File: src/rtl/vla_pkg.sv
package vla_pkg;

    localparam int OFS_W = 5;

    typedef enum logic [1:0] {
        SRC_VS_RISE,
        SRC_VS_FALL,
        SRC_EMB,
        SRC_FID
    } ref_src_e;

    function automatic ref_src_e decode_mode(input logic [2:0] m);
        if (m == 3'd7)      return SRC_EMB;
        else if (m == 3'd6) return SRC_FID;
        else if (m[0])      return SRC_VS_FALL;
        else                return SRC_VS_RISE;
    endfunction

    // distance from reference event to first picture line
    function automatic logic [OFS_W-1:0] line_offset(input ref_src_e s,
                                                     input logic is525,
                                                     input logic even);
        logic [OFS_W-1:0] base;
        logic             step;
        step = even;
        case (s)
            SRC_VS_FALL: begin
                base = is525 ? 5'd22 : 5'd24;
                step = is525 ? 1'b0 : even;
            end
            SRC_VS_RISE: base = is525 ? 5'd18 : 5'd21;
            default:     base = is525 ? 5'd12 : 5'd15;
        endcase
        return base + {{(OFS_W-1){1'b0}}, step};
    endfunction

endpackage

File: src/rtl/vla_pin_edge.sv
module vla_pin_edge #(
    parameter int STAGES = 2
) (
    input  logic clk,
    input  logic rst_n,
    input  logic pin_i,
    output logic level_o,
    output logic rise_o,
    output logic fall_o
);

    typedef struct packed {
        logic [STAGES-1:0] sync;
        logic              prev;
        logic              rise;
        logic              fall;
    } edge_st_t;

    edge_st_t st_d, st_q;

    always_comb begin
        st_d      = st_q;
        st_d.sync = {st_q.sync[STAGES-2:0], pin_i};
        st_d.prev = st_q.sync[STAGES-1];
        st_d.rise = st_q.sync[STAGES-1] & ~st_q.prev;
        st_d.fall = ~st_q.sync[STAGES-1] & st_q.prev;
    end

    always_ff @(posedge clk or negedge rst_n) begin
        if (!rst_n) st_q <= '0;
        else        st_q <= st_d;
    end

    assign level_o = st_q.prev;
    assign rise_o  = st_q.rise;
    assign fall_o  = st_q.fall;

    AST_EDGE_EXCL: assert property (@(posedge clk) disable iff (!rst_n)
        $onehot0({rise_o, fall_o}));

    AST_RISE_LEVEL: assert property (@(posedge clk) disable iff (!rst_n)
        rise_o |-> level_o);

endmodule

File: src/rtl/vline_anchor.sv
module vline_anchor
    import vla_pkg::*;
#(
    parameter int CNT_W       = 10,
    parameter int SYNC_STAGES = 2,
    parameter bit USE_FID_PIN = 1'b1
) (
    input  logic             clk,
    input  logic             rst_n,
    input  logic             line_stb_i,
    input  logic             vs_i,
    input  logic             fid_i,
    input  logic             sav_stb_i,
    input  logic             sav_v_i,
    input  logic             sav_f_i,
    input  logic [2:0]       mode_i,
    input  logic             std_525_i,
    output logic             field_even_o,
    output logic [CNT_W-1:0] line_cnt_o,
    output logic             active_start_o
);

    localparam logic [CNT_W-1:0] CNT_MAX = {CNT_W{1'b1}};

    typedef struct packed {
        logic [CNT_W-1:0] cnt;
        logic             armed;
        logic             field;
        logic             par_fall;
        logic             active;
        logic [2:0]       mode;
        logic             std;
        logic             v_prev;
        logic             emb_ev;
        logic             emb_f;
    } anchor_st_t;

    anchor_st_t st_d, st_q;

    logic vs_lvl, vs_rise, vs_fall;
    logic fid_lvl, fid_rise, fid_fall;
    logic ref_ev, new_field, fid_par, cfg_chg;
    ref_src_e src;

    vla_pin_edge #(.STAGES(SYNC_STAGES)) u_vs_edge (
        .clk(clk), .rst_n(rst_n), .pin_i(vs_i),
        .level_o(vs_lvl), .rise_o(vs_rise), .fall_o(vs_fall)
    );

    vla_pin_edge #(.STAGES(SYNC_STAGES)) u_fid_edge (
        .clk(clk), .rst_n(rst_n), .pin_i(fid_i),
        .level_o(fid_lvl), .rise_o(fid_rise), .fall_o(fid_fall)
    );

    always_comb begin
        st_d      = st_q;
        src       = decode_mode(mode_i);
        ref_ev    = 1'b0;
        new_field = st_q.field;

        // embedded words: V low-to-high is the event, F gives parity
        st_d.emb_ev = 1'b0;
        if (sav_stb_i) begin
            st_d.v_prev = sav_v_i;
            if (sav_v_i && !st_q.v_prev) begin
                st_d.emb_ev = 1'b1;
                st_d.emb_f  = sav_f_i;
            end
        end

        // parity known at the falling sync edge, kept for rising-edge modes
        fid_par = USE_FID_PIN ? fid_lvl : ~st_q.par_fall;
        if (vs_fall) st_d.par_fall = fid_par;

        case (src)
            SRC_VS_FALL: if (vs_fall) begin
                ref_ev    = 1'b1;
                new_field = USE_FID_PIN ? fid_lvl : ~st_q.field;
            end
            SRC_VS_RISE: if (vs_rise) begin
                ref_ev    = 1'b1;
                new_field = st_q.par_fall;
            end
            SRC_EMB: if (st_q.emb_ev) begin
                ref_ev    = 1'b1;
                new_field = st_q.emb_f;
            end
            default: if (fid_rise || fid_fall) begin
                ref_ev    = 1'b1;
                new_field = fid_lvl;
            end
        endcase

        cfg_chg   = (mode_i != st_q.mode) || (std_525_i != st_q.std);
        st_d.mode = mode_i;
        st_d.std  = std_525_i;

        if (ref_ev) begin
            st_d.cnt   = '0;
            st_d.armed = 1'b1;
            st_d.field = new_field;
        end else if (line_stb_i && st_q.cnt != CNT_MAX) begin
            st_d.cnt = st_q.cnt + 1'b1;
        end
        if (cfg_chg) st_d.armed = 1'b0;

        st_d.active = st_d.armed &&
            (st_d.cnt == CNT_W'(line_offset(src, std_525_i, st_d.field)));
    end

    always_ff @(posedge clk or negedge rst_n) begin
        if (!rst_n) st_q <= '0;
        else        st_q <= st_d;
    end

    assign field_even_o   = st_q.field;
    assign line_cnt_o     = st_q.cnt;
    assign active_start_o = st_q.active;

    AST_EVENT_CLEARS: assert property (@(posedge clk) disable iff (!rst_n)
        ref_ev |=> (line_cnt_o == '0));

    AST_STEP_ONE: assert property (@(posedge clk) disable iff (!rst_n)
        (!ref_ev && line_stb_i && line_cnt_o != CNT_MAX)
        |=> (line_cnt_o == $past(line_cnt_o) + 1'b1));

    AST_HOLD_IDLE: assert property (@(posedge clk) disable iff (!rst_n)
        (!ref_ev && !line_stb_i) |=> $stable(line_cnt_o));

    AST_NO_WRAP: assert property (@(posedge clk) disable iff (!rst_n)
        (!ref_ev && line_cnt_o == CNT_MAX) |=> (line_cnt_o == CNT_MAX));

    AST_ONE_LINE: assert property (@(posedge clk) disable iff (!rst_n)
        (active_start_o && line_stb_i && !ref_ev) |=> !active_start_o);

    AST_CFG_QUIET: assert property (@(posedge clk) disable iff (!rst_n)
        cfg_chg |=> !active_start_o);

endmodule

File: config.mk
export PLATFORM = sky130hd
export DESIGN_NAME = vline_anchor
export DESIGN_NICKNAME = d
export VERILOG_FILES = /design/src/rtl/vla_pkg.sv /design/src/rtl/vla_pin_edge.sv /design/src/rtl/vline_anchor.sv
export SDC_FILE = /design/constraint.sdc
export NUM_CORES = 1
export LEC_CHECK = 0
export BUFFER_PORTS_ARGS = -buffer_cell sky130_fd_sc_hd__buf_2
export CAP_MARGIN = 10
export CELL_PAD_IN_SITES_DETAIL_PLACEMENT = 1
export CELL_PAD_IN_SITES_GLOBAL_PLACEMENT = 2
export CORE_AREA = 2 2 63 80
export CTS_BUF_LIST = sky130_fd_sc_hd__clkbuf_2
export DETAILED_ROUTE_END_ITERATION = 6
export DIE_AREA = 0 0 65 82
export GPL_ROUTABILITY_DRIVEN = 0
export PLACE_DENSITY_LB_ADDON = 0.3
export SLEW_MARGIN = 10
export SYNTH_ARGS = -nofsm -noshare
export SYNTH_HDL_FRONTEND = slang
export SYNTH_SLANG_ARGS = --single-unit
File: constraint.sdc
create_clock -name clk -period 3.5 [get_ports clk]
set_input_delay 0.7 -clock clk [delete_from_list [all_inputs] [get_ports clk]]
set_output_delay 0.7 -clock clk [all_outputs]
set_load 0.02 [all_outputs]
After elaboration in Yosys (flattened, before gate mapping)

Index checks and enable logic that the tools add are counted.

Bits in registers: 31
Word-level logic and storage cells: 69

$add $sub $neg: 2
Equal/unequal tests: 8
Muxes and demuxes: 25
Bitwise logic cells: 8
Reduce and logical (&&, ||, !) cells: 8

Operators by type and width:

| kind                                          | count |
|---|---|
| two-way mux 10 bit                            | 2 |
| two-way mux 1 bit                             | 12 |
| two-way mux 2 bit                             | 6 |
| adder 10 x 1 -> 10 bit, second input constant | 1 |
| == test 10 x 5 -> 1 bit                       | 1 |
| inequality test 10 bit, second input constant | 1 |
| one-hot mux 5 bit (2 select lines)            | 1 |
| == test 3 bit, second input constant          | 2 |
| one-hot mux 1 bit (3 select lines)            | 2 |
| adder 5 x 1 -> 5 bit                          | 1 |
| AND 1 bit                                     | 4 |
| two-way mux 4 bit                             | 1 |
| inverter 1 bit                                | 4 |
| logical AND 1 bit                             | 3 |
| two-way mux 3 bit                             | 1 |
| inequality test 3 bit                         | 1 |
| == test 2 x 1 -> 1 bit, second input constant | 1 |
| == test 2 bit, second input constant          | 1 |
| zero test 2 bit                               | 1 |
| logical OR 1 bit                              | 2 |
| AND reduction 2 bit                           | 1 |
| zero test 1 bit                               | 1 |
| inequality test 1 bit                         | 1 |

Logic depth before layout (Yosys ltp)

Gate-level depths: netlist (run 1).

Depth in word-level cells: 11
Depth in mapped cells: 13
Gate-level depth less buffers: 12

Cells and area by module

A second synthesis (run 1) with hierarchy kept.

Cell total of the unflattened synthesis: 167
Area, all modules: 1721.7 µm²

By module, submodules not included:

| module       | times used | cells each | area an instance (µm²) | sequential area each (µm²) |
|---|---|---|---|---|
| vline_anchor | 1          | 153        | 1441.4                 | 525.5 |
| vla_pin_edge | 2          | 7          | 140.1                  | 125.1 |

Least setup slack after synthesis (run 1)

Ideal clock, no wire load.

Path type: input -> register
From: input port mode_i[2]
To: register st_q, in the netlist active_start_o
Setup time: 0.125 ns
Data arrival time: 3.036 ns
Required time: 3.375 ns
Path slack: 0.339 ns
Stages on the path: 11
Buffers on the path: 0
Cell sequence: nand2_4 mux4_2 a221o_2 o31a_1 ha_1 ha_1 o21a_1 or2_2 o2111ai_1 o2bb2ai_1 nor3_2

RTL lines:

| item                 | RTL line            | RTL |
|---|---|---|
| start, declared      | vline_anchor.sv:16  | `input logic [2:0] mode_i,` |
| end signal, assigned | vline_anchor.sv:113 | `else st_q <= st_d;` |
| end, declared        | vline_anchor.sv:38  | `anchor_st_t st_d, st_q;` |

==> results of run 1 <==
metal layers:
layer	GRT usage, %	part of all wire, %
met1	16.6	40
met2	28.4	55
met3	3.56	3.5
met4	6.38	1.6
met5	0	0
kinds of logic (layout without fill, tap and decap cells):
logic type / after synthesis / in the layout / synth area share (%)
AOI/OAI and AO/OA: 26 / 26 / 12.4
xor gates and xnor gates: 9 / 9 / 4.65
adders and majority gates: 3 / 3 / 2.22
buffers and inverters: 23 / 41 / 7.90
DFF: 31 / 31 / 45.8
muxes: 10 / 10 / 7.61
and+or+nand+nor: 60 / 60 / 19.4
registers in the layout (all words and copies together) (netlist names):
register	cells
active_start_o	1
field_even_o	1
line_cnt_o	10
st_q	9
u_fid_edge.fall_o	1
u_fid_edge.level_o	1
u_fid_edge.rise_o	1
u_fid_edge.st_d	2
u_vs_edge.fall_o	1
u_vs_edge.level_o	1
u_vs_edge.rise_o	1
u_vs_edge.st_d	2
worst paths after layout:
check | from | end | slack, ns | cells past startpoint
max in group asynchronous | rst_n | line_cnt_o[9] | 2.70 | 1
min reg2reg | u_fid_edge.st_d[4] | u_fid_edge.st_d[2] | 0.37 | 0
max reg2reg | u_vs_edge.fall_o | active_start_o | 0.63 | 11
min | rst_n | field_even_o | 0.35 | 1
max | mode_i[2] | active_start_o | 0.42 | 12
min in group clk | u_fid_edge.st_d[4] | u_fid_edge.st_d[2] | 0.37 | 0
per-stage QoR:
stage	setup slack [ns]	cell area, sq um
floorplan	0.339	1690
global placement	0.141	1800
detailed placement	0.0471	1800
CTS	0.443	1830
global route	0.321	1830
finish	0.418	1830
cell usage after synthesis, types with 4 or more instances:
cell     instances
nand2_1          9
o21ai_0          4
mux2i_1          5
and3_1           5
nor2b_1          4
inv_1           10
dfrtp_1         31
nand3_1          5
buf_4           10
xnor2_1          7
nor3_1           4
nor2_1          14
nand4_1          5
cell type report:
cell class | instances | share of cell area (%)
Tap cell | 60 | 4.10
Sequential cell | 31 | 42.4
Inverter | 10 | 2.05
Timing Repair Buffer | 24 | 6.70
Multi-Input combinational cell | 108 | 42.9
Clock buffer | 5 | 1.37
Clock inverter | 2 | 0.479
critical path: cells and delay by family:
kind,cells,cell delay (ns)
AND/OR/NAND/NOR,4,0.80
adder cells (fa/ha/maj),2,0.46
multiplexers,1,0.53
AO/OA/AOI/OAI,4,0.76
buffers and inverters,1,0.14
power by group through the flow:
stage	clock, W	sequential [W]	combinational (W)
floorplan	0	0.000420	0.000172
global placement	0	0.000431	0.000200
detailed placement	0	0.000433	0.000205
CTS	0.000161	0.000426	0.000206
global route	0.000176	0.000431	0.000224
finish	0.000150	0.000426	0.000202
placed cells by master (no fill, tap or decap), types with 2 or more instances in the layout:
cell type,netlist,layout
a21oi_1,3,3
and3_1,5,5
and4_1,2,2
buf_2,2,23
clkbuf_2,0,5
dfrtp_1,31,31
ha_1,3,3
inv_1,10,10
mux2_2,3,3
mux2i_1,5,5
mux4_2,2,2
nand2_1,9,9
nand3_1,5,5
nand4_1,5,5
nor2_1,14,14
nor2b_1,4,4
nor3_1,4,4
o2111ai_1,3,3
o211ai_1,2,2
o21ai_0,4,4
or2_2,2,2
xnor2_1,7,7
xor2_1,2,2
==> impl_metrics.csv, run 1 <==
group,metric,value,unit
sta,post-route-period-util,88.1,%
sta,fin_skew,0.0278,ns
setup_path,cp-end-kind,"register",
detailed_routing,vias,1265,
place,place_inst,233,
detailed_routing,antenna_left,0,
place,hpwlAfterDp,2870,microns
clock_network,clk_pin_slew,0.16,ns
synth,ys_ff_latch,31,
detailed_routing,routedWlPerCell,14.9,microns
finish,finalNonFillerCells,240,
detailed_routing,viasPerCell,5.27,
sta,whs,0.350,ns
finish,n_antenna_cell,0,
finish,nFillCells,549,
setup_path,arrival,3.38,ns
power_and_ir_drop,pwr-share-seq,54.8,%
place,port_buffers,23,
sta,drv_slew,0,
sta,fmaxAchievable,324,MHz
sta,setup_viol,0,
detailed_routing,drt_pass1_iterations,3,
global_routing,antenna_found_initial,0,
global_routing,grt_pass1_wl,5970,microns
detailed_routing,routed_wl,3580,microns
finish,drive_gt1_share,25.0,%
synth,seq_area_frac_synth,45.8,%
power_and_ir_drop,comb_power_share,25.9,%
synth,syn_inst,162,
synth,ys.flop_type,"dfrtp_1",
setup_path,critPathLaunchType,"primary input",
global_routing,grtUsageTotal,15.3,%
floorplanning,io-pin-count,24,
synth,synthesis.nets,177,
clock_network,cts_resized,0,
setup_path,crit_slowest_cell,"mux4_2",
power_and_ir_drop,p_total,0.000778,W
global_routing,first_global_vias,1255,
synth,synth-edff-count,0,
floorplanning,dieArea,5330,sq um
global_routing,grt-ovfl-total,0,
clock_network,clkSinkCount,31,
power_and_ir_drop,p_int,0.000516,W
power_and_ir_drop,power_switching_share,33.7,%
sta,tns,0,ns
power_and_ir_drop,clkPwrFrac,19.3,%
setup_path,crit_path_frequent_cell,"ha_1",
setup_path,crit_type,"primary input to register",
clock_network,worstSkewPairLatency,0.35,ns
power_and_ir_drop,vdd_drop_max,236,uV
floorplanning,core,4590,sq um
floorplanning,initial_core_util,36.9,%
detailed_routing,drt_iter0_drc,45,
finish,final_util,39.9,%
synth,synth_top_area_share,45.8,%
clock_network,numCtsBuffers,5,
clock_network,cts_tree,"built",
clock_network,post_cts_buffers,0,
status,outcome,"complete, no violations",
finish,multi_input_area,785,sq um
setup_path,cp_slowest_stage_delay,0.53,ns
synth,yosys_warnings,0,
finish,fin_nets,195,
sta,rsz0062_at_grt,"false",
power_and_ir_drop,p_sw,0.000262,W
clock_network,root_buffer,"clkbuf_2",
job,drv_cap,0,
finish,areaGrowthSynthToFinish,7.98,%
synth,synthArstFlopShare,100,%
sta,period_minus_slack,3.08,ns
power_and_ir_drop,leakagePower,0.854,nW
setup_path,worstPathCellList,"buf_2 -> nand2_4 -> mux4_2 -> a221o_2 -> o31a_1 -> ha_1 -> ha_1 -> nor3_1 -> or2_2 -> o2111ai_1 -> o2bb2ai_1 -> nor3_2",
hold_path,worstHoldPathType,"primary input to asynchronous set/reset pin",
sta,tightest_slew,0.659,ns
detailed_routing,drc,0,
floorplanning,rows,28,
synth,ys_top_cells_by_area,"dfrtp_1 46%, buf_4 4.4%, xnor2_1 3.6%",
clock_network,clk_path_buf_depth,2,
sta,relSlewSlack,56.1,%
clock_network,cts_max_level,2,
global_routing,grt_max_degree,32,
sta,hold_violations,0,
finish,seqCellArea,776,sq um
floorplanning,die_y,82,microns
floorplanning,die_w,65,microns
power_and_ir_drop,p_per_area,425,nW/um^2
setup_path,critPathMaxFanout,9,
synth,avgSynthCellArea,10.5,sq um
setup_path,required,3.80,ns
clock_network,postCtsHoldBufs,0,
synth,netlist_area,1690,sq um
synth,yosys.area.top_type,"dfrtp_1",
synth,ys_types,48,
Note: power is estimated with default switching activity, not from simulation.
==> run 2, diff against run 1 <==
--- a/config.mk
+++ b/config.mk
@@ -5,14 +5,14 @@
 export SDC_FILE = /design/constraint.sdc
 export NUM_CORES = 1
 export LEC_CHECK = 0
+export ABC_AREA = 1
 export BUFFER_PORTS_ARGS = -buffer_cell sky130_fd_sc_hd__buf_2
-export CAP_MARGIN = 10
 export CELL_PAD_IN_SITES_DETAIL_PLACEMENT = 1
 export CELL_PAD_IN_SITES_GLOBAL_PLACEMENT = 2
-export CORE_AREA = 2 2 63 80
+export CORE_AREA = 2 2 68 86
 export CTS_BUF_LIST = sky130_fd_sc_hd__clkbuf_2
 export DETAILED_ROUTE_END_ITERATION = 6
-export DIE_AREA = 0 0 65 82
+export DIE_AREA = 0 0 70 88
 export GPL_ROUTABILITY_DRIVEN = 0
 export PLACE_DENSITY_LB_ADDON = 0.3
 export SLEW_MARGIN = 10
==> run 2 against run 1 <==
  * Power fell by 1.2%
  * Critical path type unchanged
  * Register-to-register slack improved by 0.79 ns
  * Cell count rose by 32%
  * Clock-buffer cell count did not move
  * Combinational power fell by 11%
  * Synthesized cell count rose by 44%
  * Die area rose by 16%
  * Flip-flop and latch count did not move
  * Routed wire length rose by 11%
  * Largest power group unchanged
  * Sequential share of layout area fell by 3.2 points
  * Via count rose by 14%
  * Setup slack improved by 0.93 ns
==> impl_metrics.csv, run 2 <==
group,metric,value,unit
status,outcome,"complete, no violations",
sta,tns,0,ns
floorplanning,core,5330,sq um
clock_network,postCtsHoldBufs,0,
synth,synth_top_area_share,42.4,%
synth,synth_most_common_cell,"nand2_1",
synth,ys_top_cells_by_area,"dfrtp_1 42%, nand2_1 12%, inv_1 7.8%",
detailed_routing,routed_wl,3960,microns
setup_path,required,3.80,ns
power_and_ir_drop,leakagePower,1.11,nW
detailed_routing,vias,1444,
setup_path,cp-end-kind,"register",
finish,largest_register_ffs,10,
detailed_routing,antenna_left,0,
floorplanning,initial_core_util,34.3,%
finish,design_area,1980,sq um
clock_network,clkSinkCount,31,
synth,synth-edff-count,0,
finish,n_antenna_cell,0,
setup_path,crit_type,"primary input to register",
setup_path,arrival,2.45,ns
place,postPlaceCellArea,1930,sq um
global_routing,grtUsageTotal,14.6,%
floorplanning,dieArea,6160,sq um
clock_network,cts_resized,0,
sta,post-route-period-util,61.6,%
global_routing,antenna_found_initial,0,
place,pre_cts_ws,0.934,ns
finish,fin_nets,267,
setup_path,path_buf_inv,2,
sta,fin_skew,0.0114,ns
power_and_ir_drop,vdd_drop_max,236,uV
global_routing,grt-ovfl-total,0,
clock_network,cts_max_level,2,
job,drv_cap,0,
setup_path,worstPathCellList,"buf_2 -> nand2_4 -> nor2_1 -> o21ai_0 -> o22ai_1 -> a21oi_1 -> ha_1 -> ha_1 -> inv_1 -> nand3_1 -> nand2_1 -> nand3_1 -> nand2_1 -> nor2_1 -> nand3_1 -> nor2_1",
sta,setup_ws,1.34,ns
clock_network,clk_path_buf_depth,2,
clock_network,numCtsBuffers,5,
synth,synthesis.nets,248,
floorplanning,io-pin-count,24,
synth,ys.flop_type,"dfrtp_1",
setup_path,cpLargestDelayFamily,"simple AND/OR/NAND/NOR gates",
setup_path,critPathLaunchType,"primary input",
global_routing,first_global_vias,1535,
detailed_routing,viasPerCell,4.56,
floorplanning,die_w,70,microns
clock_network,post_cts_buffers,0,
finish,drive_gt1_share,21.7,%
detailed_routing,drt_iter0_drc,39,
setup_path,crit_slowest_cell,"ha_1",
floorplanning,die_y,88,microns
finish,areaGrowthSynthToFinish,8.21,%
setup_path,cp_slowest_stage_delay,0.23,ns
finish,final_util,37.1,%
synth,synth_commonest_cells,"60 x nand2_1, 38 x inv_1, 31 x dfrtp_1, 20 x nor2_1, 15 x nand3_1",
clock_network,cts_tree,"built",
place,place_inst,309,
hold_path,worstHoldPathType,"primary input to asynchronous set/reset pin",
synth,yosys_warnings,0,
synth,netlist_area,1830,sq um
place,hpwlAfterDp,3140,microns
synth,ys_types,29,
sta,fmaxAchievable,464,MHz
clock_network,root_buffer,"clkbuf_2",
sta,period_minus_slack,2.16,ns
clock_network,worstSkewPairLatency,0.37,ns
synth,seq_area_frac_synth,42.4,%
setup_path,critPathMaxFanout,8,
global_routing,grt_max_degree,32,
sta,tightest_slew,0.681,ns
sta,hold_violations,0,
place,port_buffers,23,
floorplanning,rows,30,
synth,yosys.area.top_type,"dfrtp_1",
synth,syn_inst,233,
global_routing,grt_pass1_wl,7030,microns
sta,rsz0062_at_grt,"false",
synth,avgSynthCellArea,7.85,sq um
finish,final_cell_mix,"60 x nand2_1, 38 x inv_1, 31 x dfrtp_1, 23 x buf_2, 20 x nor2_1",
sta,setup_viol,0,
sta,drv_slew,0,
synth,ys_ff_latch,31,
sta,relSlewSlack,54.6,%
clock_network,clk_pin_slew,0.18,ns
detailed_routing,drt_pass1_iterations,4,
power_and_ir_drop,p_per_area,389,nW/um^2
finish,finalNonFillerCells,317,
finish,layout_commonest_cell,"nand2_1",
detailed_routing,drc,0,
detailed_routing,routedWlPerCell,12.5,microns
synth,synthArstFlopShare,100,%
[run 2: cell count changes in the layout (fill, tap and decap cells not counted), moves of 4 or more]
cell / before / now
nand2_1: 9 / 60
inv_1: 10 / 38
nand3_1: 5 / 15
nor2_1: 14 / 20
and3_1: 5 / 0
mux2i_1: 5 / 0
nand2_2: 0 / 5
inv_2: 0 / 4
nand3_2: 0 / 4
nor2b_1: 4 / 0
[run 2: report_power, final]
group	internal (W)	leakage [nW]	total, W	switching, W
clock network	0.0000474	0.0250	0.000180	0.000132
registers	0.000384	0.394	0.000410	0.0000259
logic	0.0000648	0.695	0.000180	0.000115
total	0.000496	1.11	0.000769	0.000273
[run 2: area by class of cell]
cell class,instances,area (sq um)
clock buffers,5,25.0
clock inverters,3,20.0
fillers,698,3350
inverters,44,168
multi-input cells,147,795
flip-flops and latches,31,776
well taps,64,80.1
repair buffers,23,115
[run 2: metal layers]
metal / share of wire (%) / up-vias / routed length, microns / track usage, %
li1: - / 745 / - / -
met1: 42 / 667 / 1660 / 16.1
met2: 53 / 25 / 2090 / 27.5
met3: 3.2 / 7 / 126 / 2.76
met4: 2.2 / 0 / 87 / 5.94
met5: 0 / - / 0 / 0
[run 2: through the flow]
stage | total power [W] | hold WS, ns
after floorplan | 0.000555 | 0.331
after global placement | 0.000600 | 0.335
after detailed placement | 0.000601 | 0.338
after CTS | 0.000787 | 0.348
after global routing | 0.000825 | 0.341
final | 0.000769 | 0.335
[run 2: path summary, 6_finish.rpt]
path	startpoint	end	slack [ns]	depth (start not counted)
min in group clk	u_fid_edge.st_d[4]	u_fid_edge.st_d[2]	0.37	0
max in group asynchronous	rst_n	line_cnt_o[9]	2.72	1
worst max-delay path	mode_i[2]	active_start_o	1.34	16
worst min register to register	u_fid_edge.st_d[4]	u_fid_edge.st_d[2]	0.37	0
worst max register to register	field_even_o	active_start_o	1.42	16
worst min-delay path	rst_n	st_q[2]	0.33	1
[run 2: cell families (layout without fill, tap and decap cells)]
| kind of cell | Yosys count | count (layout) | share of synthesized area (%) |
|---|---|---|---|
| compound gates | 13 | 13 | 3.83 |
| simple gates | 124 | 124 | 34.1 |
| flops | 31 | 31 | 42.4 |
| xor+xnor | 6 | 6 | 2.87 |
| mux | 1 | 1 | 0.616 |
| fa+ha+maj | 3 | 3 | 2.05 |
| buf+inv | 55 | 75 | 14.1 |
==> run 3, diff against run 2 <==
==> constraint.sdc (replaced) <==
create_clock -name clk -period 2 [get_ports clk]
set_input_delay 0.4 -clock clk [delete_from_list [all_inputs] [get_ports clk]]
set_output_delay 0.4 -clock clk [all_outputs]
set_load 0.02 [all_outputs]
==> run 3 against run 2 <==
  * Non-clock buffer count rose by 13
  * Critical path depth fell by 1
  * Via count rose by 4.3%
  * Routed wire length rose by 1.3%
  * Critical endpoint unchanged
==> impl_metrics.csv, run 3 (synthesized netlist as in run 2, its figures left out) <==
group,metric,value,unit
sta,post-route-period-util,99.0,%
global_routing,first_global_vias,1535,
setup_path,regToRegSetupSlack,0.02,ns
detailed_routing,routedWlPerCell,12.2,microns
finish,fin_nets,280,
job,drv_cap,0,
global_routing,grtUsageTotal,14.6,%
setup_path,cp_num_cells,15,
finish,largest_register_ffs,10,
place,pre_cts_ws,-0.206,ns
detailed_routing,vias,1506,
sta,setup_viol,0,
sta,tightest_slew,0.680,ns
detailed_routing,drc,0,
power_and_ir_drop,clkPwrFrac,27.4,%
floorplanning,initial_core_util,34.3,%
finish,drive_gt1_share,30.6,%
power_and_ir_drop,p_int,0.00103,W
finish,areaGrowthSynthToFinish,17.5,%
floorplanning,die_w,70,microns
hold_path,worstHoldPathType,"primary input to asynchronous set/reset pin",
clock_network,root_buffer,"clkbuf_2",
setup_path,arrival,2.27,ns
setup_path,crit_slowest_cell,"dfrtp_1",
power_and_ir_drop,p_total,0.00150,W
detailed_routing,routed_wl,4010,microns
clock_network,cts_tree,"built",
sta,hold_violations,0,
setup_path,cp_slowest_stage_delay,0.43,ns
sta,drv_slew,0,
setup_path,cp-end-kind,"register",
place,port_buffers,23,
place,hpwlAfterDp,3290,microns
setup_path,worstSetupStartpoint,"st_q[1]",
power_and_ir_drop,power_switching_share,31.0,%
global_routing,grt_pass1_wl,6940,microns
global_routing,grt_max_degree,32,
floorplanning,rows,30,
clock_network,clkSinkCount,31,
clock_network,clk_pin_slew,0.15,ns
finish,design_area,2150,sq um
global_routing,grt-ovfl-total,0,
finish,final_util,40.3,%
global_routing,antenna_found_initial,0,
setup_path,critPathLaunchType,"register",
clock_network,cts_max_level,2,
setup_path,worstPathCellList,"nor2_2 -> inv_1 -> a21oi_2 -> o22ai_2 -> a21oi_2 -> ha_2 -> ha_4 -> inv_2 -> nand3_2 -> nand2_1 -> nand3_1 -> nand2_1 -> nor2_1 -> nand3_1 -> nor2_1",
finish,final_cell_mix,"60 x nand2_1, 36 x inv_1, 31 x dfrtp_1, 23 x buf_2, 16 x nor2_1",
floorplanning,core,5330,sq um
power_and_ir_drop,pwr-share-seq,47.1,%
detailed_routing,drt_pass1_iterations,4,
detailed_routing,antenna_left,0,
power_and_ir_drop,p_sw,0.000465,W
sta,fin_skew,0.0127,ns
clock_network,worstSkewPairLatency,0.35,ns
power_and_ir_drop,leakagePower,1.20,nW
floorplanning,dieArea,6160,sq um
place,postPlaceCellArea,2020,sq um
status,outcome,"complete, no violations",
floorplanning,die_y,88,microns
finish,layout_commonest_cell,"nand2_1",
clock_network,postCtsHoldBufs,0,
sta,period_minus_slack,1.98,ns
detailed_routing,viasPerCell,4.58,
sta,setup_ws,0.0190,ns
sta,tns,0,ns
sta,relSlewSlack,54.6,%
setup_path,cpLargestDelayFamily,"simple AND/OR/NAND/NOR gates",
detailed_routing,drt_iter0_drc,45,
setup_path,r2r-start,"st_q[1]",
setup_path,r2r_cells,15,
setup_path,required,2.29,ns
setup_path,crit_end,"active_start_o",
power_and_ir_drop,p_per_area,698,nW/um^2
sta,rsz0062_at_grt,"true",
power_and_ir_drop,vdd_drop_max,403,uV
power_and_ir_drop,comb_power_share,25.4,%
floorplanning,io-pin-count,24,
clock_network,clk_path_buf_depth,2,
sta,fmaxAchievable,505,MHz
setup_path,critPathMaxFanout,3,
setup_path,path_buf_inv,2,
setup_path,r2r_end,"active_start_o",
finish,n_antenna_cell,0,
clock_network,numCtsBuffers,5,
setup_path,crit_type,"register to register",
[run 3: cell count changes in the layout (fill, tap and decap cells not counted), moves of 2 or more]
cell	delta
inv_1	-2
o21ai_0	-2
a21oi_1	-3
nor2_2	+4
buf_4	+12
inv_2	+2
ha_1	-2
o21ai_1	+2
a21oi_2	+3
nor2_1	-4
clkinvlp_4	-2
[run 3: worst register-to-register path, delay by kind of cell, from the launching register on]
family	cells	cell delay [ns]
simple gates	8	0.62
flops	1	0.43
compound gates	3	0.39
fa+ha+maj	2	0.37
buf+inv	2	0.09
[run 3: worst min path at each step]
stage                  startpoint                  to
6_report                    rst_n             st_q[2]
3_5_place_dp   u_fid_edge.st_d[4]  u_fid_edge.st_d[2]
3_3_place_gp   u_fid_edge.st_d[4]  u_fid_edge.st_d[2]
5_1_grt                     rst_n             st_q[5]
2_1_floorplan               rst_n      active_start_o
4_1_cts                     rst_n             st_q[5]
[run 3: metrics by stage]
stage | hold WS (ns) | std cells
after floorplan | 0.104 | 233
after global placement | 0.334 | 320
after detailed placement | 0.343 | 320
after CTS | 0.0580 | 328
after global routing | 0.0695 | 329
final | 0.0647 | 329
[run 3: final cells by class]
class | count | area [sq um]
fill | 696 | 3180
multi-input combinational | 147 | 847
sequential | 31 | 776
timing repair buffer | 36 | 216
inverter | 44 | 168
tap | 64 | 80.1
clock buffer | 6 | 30.0
clock inverter | 1 | 30.0
[run 3: metal layers]
metal,vias to the layer above,GRT usage (%),routed length (microns)
met5,-,0,0
met4,0,5.77,71
met3,6,2.42,104
met2,20,29.0,2300
met1,711,15.1,1540
li1,769,-,-
[run 3: timing repair]
| item | in CTS | in global routing |
|---|---|---|
| setup endpoints to repair | 1 | 1 |
| pin swaps | 5 | 11 |
| resized for setup | 9 | 9 |
| buffers inserted | 1 | 1 |
[run 3: power by group through the flow]
stage | sequential (W) | clock (W) | combinational, W
final | 0.000706 | 0.000412 | 0.000382
after global routing | 0.000714 | 0.000453 | 0.000432
after CTS | 0.000708 | 0.000439 | 0.000382
after detailed placement | 0.000719 | 0 | 0.000365
after global placement | 0.000717 | 0 | 0.000362
after floorplan | 0.000721 | 0 | 0.000249
